### src/rtl/gpio_ctrl_pkg.sv
package gpio_ctrl_pkg;

  typedef enum logic [1:0] {
    SEL_DATA = 2'd0,
    SEL_SET  = 2'd1,
    SEL_CLR  = 2'd2,
    SEL_DIR  = 2'd3
  } reg_sel_e;

  localparam int NUM_WORDS = 4;

  function automatic bit width_ok(int w);
    return (w == 8) || (w == 16) || (w == 32) || (w == 64);
  endfunction

endpackage

### src/rtl/gpio_bus_map.sv
// Permutes between a bus word and line order. Byte swap and bit reversal
// commute and each is its own inverse, so one instance serves either way.
module gpio_bus_map #(
  parameter int REG_W    = 32,
  parameter bit BIT_REV  = 1'b0,
  parameter bit BYTE_REV = 1'b0
) (
  input  logic [REG_W-1:0] din,
  output logic [REG_W-1:0] dout
);
  localparam int NBYTES = REG_W / 8;

  logic [REG_W-1:0] swapped;

  if (BYTE_REV) begin : g_byte_swap
    for (genvar b = 0; b < NBYTES; b++) begin : g_byte
      assign swapped[8*b +: 8] = din[8*(NBYTES-1-b) +: 8];
    end
  end else begin : g_byte_keep
    assign swapped = din;
  end

  if (BIT_REV) begin : g_bit_rev
    for (genvar i = 0; i < REG_W; i++) begin : g_bit
      assign dout[i] = swapped[REG_W-1-i];
    end
  end else begin : g_bit_keep
    assign dout = swapped;
  end

endmodule

### src/rtl/gpio_sync.sv
module gpio_sync #(
  parameter int REG_W  = 32,
  parameter int STAGES = 2
) (
  input  logic             clk,
  input  logic             rst_n,
  input  logic [REG_W-1:0] async_in,
  output logic [REG_W-1:0] sync_out
);
  logic [REG_W-1:0] stage_q [STAGES];

  always_ff @(posedge clk or negedge rst_n) begin
    if (!rst_n) begin
      for (int s = 0; s < STAGES; s++) stage_q[s] <= '0;
    end else begin
      stage_q[0] <= async_in;
      for (int s = 1; s < STAGES; s++) stage_q[s] <= stage_q[s-1];
    end
  end

  assign sync_out = stage_q[STAGES-1];

endmodule

### src/rtl/gpio_out_regs.sv
module gpio_out_regs #(
  parameter int REG_W       = 32,
  parameter bit DIR_IN_HIGH = 1'b0,
  parameter bit HAS_DIR     = 1'b1
) (
  input  logic             clk,
  input  logic             rst_n,
  input  logic             wr_dat,
  input  logic             wr_set,
  input  logic             wr_clr,
  input  logic             wr_dir,
  input  logic [REG_W-1:0] lines,
  output logic [REG_W-1:0] latch,
  output logic [REG_W-1:0] dir_q,
  output logic [REG_W-1:0] oe
);
  localparam logic [REG_W-1:0] DIR_RESET = DIR_IN_HIGH ? '1 : '0;

  function automatic logic [REG_W-1:0] next_latch(
    logic [REG_W-1:0] cur, logic [REG_W-1:0] m, logic ld, logic st, logic cl);
    if (ld)      return m;
    else if (st) return cur | m;
    else if (cl) return cur & ~m;
    else         return cur;
  endfunction

  logic latch_touch;
  assign latch_touch = wr_dat | wr_set | wr_clr;

  always_ff @(posedge clk or negedge rst_n) begin
    if (!rst_n) latch <= '0;
    else if (latch_touch) latch <= next_latch(latch, lines, wr_dat, wr_set, wr_clr);
  end

  // a full write makes the latch equal the mapped word
  p_data_load_r2: assert property (@(posedge clk) disable iff (!rst_n)
    wr_dat |=> latch == $past(lines));

  // set raises the masked lines and leaves the others alone
  p_set_keep_r3: assert property (@(posedge clk) disable iff (!rst_n)
    wr_set |=> ((latch & $past(lines)) == $past(lines)) &&
               ((latch & ~$past(lines)) == ($past(latch) & ~$past(lines))));

  // clear lowers the masked lines and leaves the others alone
  p_clr_keep_r4: assert property (@(posedge clk) disable iff (!rst_n)
    wr_clr |=> ((latch & $past(lines)) == '0) &&
               ((latch & ~$past(lines)) == ($past(latch) & ~$past(lines))));

  // without a latch write the latch holds
  p_latch_hold_r11: assert property (@(posedge clk) disable iff (!rst_n)
    !latch_touch |=> $stable(latch));

  if (HAS_DIR) begin : g_dir
    always_ff @(posedge clk or negedge rst_n) begin
      if (!rst_n)      dir_q <= DIR_RESET;
      else if (wr_dir) dir_q <= lines;
    end

    if (DIR_IN_HIGH) begin : g_in_high
      assign oe = ~dir_q;
    end else begin : g_out_high
      assign oe = dir_q;
    end

    // direction bits change only on a direction write
    p_dir_hold_r5: assert property (@(posedge clk) disable iff (!rst_n)
      !wr_dir |=> $stable(dir_q));

    // a direction write lands in the next cycle
    p_dir_load_r5: assert property (@(posedge clk) disable iff (!rst_n)
      wr_dir |=> dir_q == $past(lines));
  end else begin : g_no_dir
    assign dir_q = '0;
    assign oe    = '1;
  end

endmodule

### src/rtl/mmio_gpio_ctrl.sv
module mmio_gpio_ctrl #(
  parameter int REG_W        = 32,
  parameter int ADDR_W       = 4,
  parameter bit BIT_REV      = 1'b0,
  parameter bit BYTE_REV     = 1'b0,
  parameter bit DIR_IN_HIGH  = 1'b0,
  parameter bit HAS_DIR      = 1'b1,
  parameter bit SET_READBACK = 1'b1
) (
  input  logic              clk,
  input  logic              rst_n,
  input  logic [ADDR_W-1:0] bus_addr,
  input  logic              bus_wr,
  input  logic [REG_W-1:0]  bus_wdata,
  input  logic              bus_rd,
  output logic [REG_W-1:0]  bus_rdata,
  output logic [REG_W-1:0]  pad_out,
  output logic [REG_W-1:0]  pad_oe,
  input  logic [REG_W-1:0]  pad_in
);
  import gpio_ctrl_pkg::*;

  if (!width_ok(REG_W)) begin : g_bad_width
    $error("mmio_gpio_ctrl: REG_W must be 8, 16, 32 or 64");
  end
  if (BYTE_REV && REG_W == 64) begin : g_bad_swap
    $error("mmio_gpio_ctrl: byte reversal is not available at 64 bits");
  end
  if (ADDR_W < 2) begin : g_bad_addr
    $error("mmio_gpio_ctrl: ADDR_W must be at least 2");
  end

  // decode
  reg_sel_e sel;
  logic     addr_hit;
  assign sel      = reg_sel_e'(bus_addr[1:0]);
  assign addr_hit = ((bus_addr >> 2) == '0);

  logic wr_dat, wr_set, wr_clr, wr_dir;
  assign wr_dat = bus_wr && addr_hit && (sel == SEL_DATA);
  assign wr_set = bus_wr && addr_hit && (sel == SEL_SET);
  assign wr_clr = bus_wr && addr_hit && (sel == SEL_CLR);
  assign wr_dir = bus_wr && addr_hit && (sel == SEL_DIR) && HAS_DIR;

  // at most one register is written per cycle
  p_one_strobe_r11: assert property (@(posedge clk) disable iff (!rst_n)
    $onehot0({wr_dat, wr_set, wr_clr, wr_dir}));

  logic [REG_W-1:0] wr_lines;
  gpio_bus_map #(.REG_W(REG_W), .BIT_REV(BIT_REV), .BYTE_REV(BYTE_REV)) u_wmap (
    .din (bus_wdata),
    .dout(wr_lines)
  );

  logic [REG_W-1:0] latch, dir_q;
  gpio_out_regs #(.REG_W(REG_W), .DIR_IN_HIGH(DIR_IN_HIGH), .HAS_DIR(HAS_DIR)) u_regs (
    .clk   (clk),
    .rst_n (rst_n),
    .wr_dat(wr_dat),
    .wr_set(wr_set),
    .wr_clr(wr_clr),
    .wr_dir(wr_dir),
    .lines (wr_lines),
    .latch (latch),
    .dir_q (dir_q),
    .oe    (pad_oe)
  );
  assign pad_out = latch;

  logic [REG_W-1:0] pin_sync;
  gpio_sync #(.REG_W(REG_W), .STAGES(2)) u_sync (
    .clk     (clk),
    .rst_n   (rst_n),
    .async_in(pad_in),
    .sync_out(pin_sync)
  );

  // readback in line order
  logic [REG_W-1:0] rd_lines;
  always_comb begin
    rd_lines = '0;
    if (addr_hit) begin
      case (sel)
        SEL_DATA: rd_lines = pin_sync;
        SEL_SET:  rd_lines = SET_READBACK ? latch : '0;
        SEL_DIR:  rd_lines = dir_q;
        default:  rd_lines = '0;
      endcase
    end
  end

  logic [REG_W-1:0] rd_bus;
  gpio_bus_map #(.REG_W(REG_W), .BIT_REV(BIT_REV), .BYTE_REV(BYTE_REV)) u_rmap (
    .din (rd_lines),
    .dout(rd_bus)
  );

  always_ff @(posedge clk or negedge rst_n) begin
    if (!rst_n)      bus_rdata <= '0;
    else if (bus_rd) bus_rdata <= rd_bus;
    else             bus_rdata <= '0;
  end

  // idle read data is zero
  p_idle_zero_r8: assert property (@(posedge clk) disable iff (!rst_n)
    !bus_rd |=> bus_rdata == '0);

  // unmapped and clear-word reads give zero
  p_unmapped_zero_r11: assert property (@(posedge clk) disable iff (!rst_n)
    (bus_rd && (!addr_hit || sel == SEL_CLR)) |=> bus_rdata == '0);

endmodule

### config.mk
export PLATFORM = sky130hd
export DESIGN_NAME = mmio_gpio_ctrl
export DESIGN_NICKNAME = d
export VERILOG_FILES = /design/src/rtl/gpio_ctrl_pkg.sv /design/src/rtl/gpio_bus_map.sv /design/src/rtl/gpio_sync.sv /design/src/rtl/gpio_out_regs.sv /design/src/rtl/mmio_gpio_ctrl.sv
export SDC_FILE = /design/constraint.sdc
export NUM_CORES = 1
export LEC_CHECK = 0
export BUFFER_PORTS_ARGS = -buffer_cell sky130_fd_sc_hd__buf_2
export CORE_ASPECT_RATIO = 1.75
export CORE_MARGIN = 1.5
export CORE_UTILIZATION = 52
export CTS_CLUSTER_DIAMETER = 80
export CTS_CLUSTER_SIZE = 16
export DETAILED_ROUTE_END_ITERATION = 12
export PLACE_DENSITY_LB_ADDON = 0.1
export SYNTH_ARGS = -nofsm -noshare
export SYNTH_HDL_FRONTEND = slang
export SYNTH_SLANG_ARGS = --single-unit
### constraint.sdc
create_clock -name clk -period 1 [get_ports clk]
set_input_delay 0.15 -clock clk [delete_from_list [all_inputs] [get_ports clk]]
set_output_delay 0.15 -clock clk [all_outputs]
set_load 0.005 [all_outputs]
Yosys cells after proc, flatten, opt, wreduce, memory -nomap -nowiden:

Cells that the tools add are included.

* bitwise logic cells: 5
* equality and inequality tests: 3
* muxes and demuxes: 6
* reductions and logical operators: 9

Operators by type and width (count)
* $mux 32: 5
* $pmux 32 s3: 1
* $and 32x32->32: 1
* $not 32->32: 1
* $or 32x32->32: 1
* $logic_and 1x1->1: 5
* $eq 2x2->1 const B: 2
* $logic_not 4->1: 1
* $reduce_bool 3->1: 1
* $eq 2x1->1 const B: 1
* $logic_not 2->1: 1
* $or 1x1->1: 2
* $reduce_and 2->1: 1

* register bits after elaboration: 160
* word-level logic and storage cells: 28
* output and inout bits: 96

Depth between registers and ports, before layout:

* depth after elaboration: 6
* mapped depth: 7

Hierarchy:

From an unflattened synthesis, not the netlist that was laid out.

* cell total of the unflattened synthesis: 558
* area total of the unflattened synthesis: 7085.5 um2

By module, submodules not included
* gpio_out_regs: sequential area each 1601.5 um2, area an instance 2747.6 um2, cells each 208, times used 1
* mmio_gpio_ctrl: sequential area each 800.8 um2, area an instance 2015.7 um2, cells each 190, times used 1
* gpio_sync: sequential area each 1601.5 um2, area an instance 1841.8 um2, cells each 96, times used 1
* gpio_bus_map: sequential area each 0.0 um2, area an instance 240.2 um2, cells each 32, times used 2

Worst setup path before layout:

No wires, ideal clock.

* path type: input port to flip-flop
* start point: in bus_addr[0]
* end point: reg with a tool-made name
* data arrival time: 1.176 ns
* slack: -0.307 ns
* library setup time: 0.131 ns
* buffers on the path: 2
* cell stages on the path: 5
* cell sequence: buf_6 > or2_2 > buf_6 > a2111oi_0 > o21ai_1

RTL lines
* start, declared: line mmio_gpio_ctrl.sv:12 `input logic [ADDR_W-1:0] bus_addr,`

==> flow_summary.toml <==
[status]
status = "complete, but fails checks"
violations = "setup timing"

[synth]
synth-simple-area-share_pct = 8.04
synth_seq_area_share_pct = 63.5
synth_adder_area_share_pct = 0
ys.flop_type = "dfrtp_1"
synth_top_area_share_pct = 63.5
ys_seq_elements = 160
synth_xor_area_share_pct = 0
synth_top_family_by_area = "multiplexers"
synth_edf_count = 0
yosysTopAreaCell = "dfrtp_1"
async_reset_ff_share_pct = 100
synth_warnings = 0
synth_common_cells = "160 x dfrtp_1, 65 x inv_1, 64 x nand2_1"
synth_fp_nets = 593
synth.area.top_cells = "dfrtp_1 64%, mux2i_1 5.1%, mux2_4 4.8%"
synth_compound_area_share_pct = 9.53
syn_area_per_cell_um2 = 12.1
yosysMostFrequentCell = "dfrtp_1"
synthCells = 521
synth_cell_types = 22
synth_mux_area_share_pct = 12.0
netlist_area_um2 = 6300

[timing]
fmax_ghz = 0.824
skew_ns = 0.00847
fin_crit_sh_pct = 121
min_period_ns = 1.21
relSlewSlack_pct = 69.5
setup_ws_ns = -0.214
rsz0062_at_grt = "true"
finalSetupViolCount = 112
slew_violations = 0
setup-tns-final_ns = -8.96
fin_hold_ws_ns = 0.0221
worst_slew_pin_slew_ns = 0.446
finalHoldViolCount = 0

[flow_run]
cap_viol_max_count = 0

[drt]
drt_wl_total_um = 19800
detail-route-antenna-nets = 0
via_per_inst = 5.34
vias = 5380
wl_per_cell_um = 19.6
drt-initial-drc-count = 323
drc_errors = 0
dr.pass1.iters = 4

[setup_path]
end_kind = "primary output"
critPathMostFrequentCell = "buf_6"
slowest_delay_ns = 0.40
cp_top_family = "flip-flops"
crit_buf_inv = 2
worstSetupPathType = "reg -> out"
cp_slowest_cell = "dfrtp_1"
crit_required_ns = 0.85
cp_max_fo = 2
critPathArrivalTime_ns = 1.06
worstSetupStartpointType = "flop"
worstPathCellList = "buf_6 > buf_6"

[grt]
antenna_found_initial = 0
grt_usage_pct = 29.3
grt_pass1_wl_um = 28400
grt_pass1_vias = 5851
grt_max_degree = 41
overflow = 0

[clocking]
clkTransAtPathRegs_ns = 0.07
cts_buffers = 17
cts_tree = "done"
cts_sinks = 160
clockBufferDepth = 2
cts-root-buf = "clkbuf_16"
clk_latency_ns = 0.43
h-tree-depth = 4

[finish]
multi_input_area_um2 = 2540
syn_to_final_growth_pct = 62.9
fin_area_um2 = 10300
layout-drive-gt1-share_pct = 52.0
diodes = 0
nNetsFinal = 930
nFillCells = 587
final_util_pct = 86.0
seq_area_um2 = 4000

[floorplan]
initial_core_util_pct = 52.8
die_height_um = 149
num_rows = 53
dieArea_um2 = 12800
coreArea_um2 = 11900
io-pin-count = 168
die_w_um = 86.2

[pwr]
power_w = 0.0188
leakage_nw = 5.08
vdd_ir_drop_max_mv = 1.37
power.density_nw_per_um2 = 1840

[placed_design]
dp_hpwl_um = 11200
io_buffers = 167
gp_congestion = 0.828
placed_cell_area_um2 = 7990

[worst_hold_path]
hold_path_class = "in -> reg"
## layout make-up
type                            count  area share (%)
Tap cell                          137            1.67
Timing Repair Buffer              350            26.8
Clock buffer                       20            4.45
Sequential cell                   160            39.0
Multi-Input combinational cell    264            24.7
Clock inverter                     12           0.987
Inverter                           65            2.38
## where the power goes
part | switching, W | internal (W)
clock network | 0.00278 | 0.00336
logic | 0.00206 | 0.00294
registers | 0.000475 | 0.00723
total | 0.00531 | 0.0135
## kinds of logic (layout without fill, tap and decap cells)
group	Yosys count	count (layout)
AND/OR/NAND/NOR	104	104
AO/OA/AOI/OAI	96	96
flip-flops	160	160
multiplexers	64	64
buffers and inverters	97	447
## per-layer routing
| layer | track usage (%) | up-vias | wire (µm) |
|---|---|---|---|
| met2 | 52.5 | 209 | 11000 |
| met1 | 33.4 | 2700 | 7220 |
| met3 | 5.38 | 61 | 847 |
| met5 | 0 | - | 0 |
| met4 | 13.7 | 0 | 706 |
| li1 | - | 2410 | - |
## repair_timing
| item | in CTS | in global routing |
|---|---|---|
| resized for setup | 31 | 90 |
| pin swaps | 1 | 30 |
| hold buffers | 62 | 0 |
| buffers inserted | 62 | 23 |
| setup endpoints to repair | 98 | 140 |
| hold endpoints to repair | 240 | 0 |
## path summary, 6_finish.rpt
path                       cells after the start          startpoint             endpoint  slack (ns)
min in group asynchronous                      2               rst_n        bus_rdata[28]        0.14
max in group asynchronous                      3               rst_n            async pin        0.35
setup / recovery                               2                flop          pad_out[16]       -0.21
hold reg to reg                                0  u_sync.stage_q[53]  u_sync.sync_out[21]        0.35
setup reg to reg                               4                flop        bus_rdata[11]       -0.03
hold / removal                                 2       bus_wdata[19]     u_regs.dir_q[19]        0.02
## cells in the final DEF (no fill, tap or decap), types with 2 or more instances in the layout
cell type and instances:
buf_4 84, dlygate4sd3_1 59, buf_2 150, clkinv_4 5, mux2i_1 31, a21oi_2 32, a2111oi_4 18, dlymetal6s4s_1 3
inv_6 4, a2111oi_0 2, o21ai_1 30, nand2_1 64, buf_12 15, clkbuf_16 17, mux2_4 31, buf_6 39
a2111oi_2 12, or2_4 33, o21ai_0 2, dfrtp_1 160, clkbuf_8 2, clkinvlp_4 3, inv_1 64
## stage by stage
step / instances / setup WS [ns]
2_1_floorplan: 521 / -0.213
3_3_place_gp: 844 / -0.335
3_5_place_dp: 844 / -0.384
4_1_cts: 996 / -0.211
5_1_grt: 1008 / -0.245
6_report: 1008 / -0.214
Power figures use the tool's default switching activity.
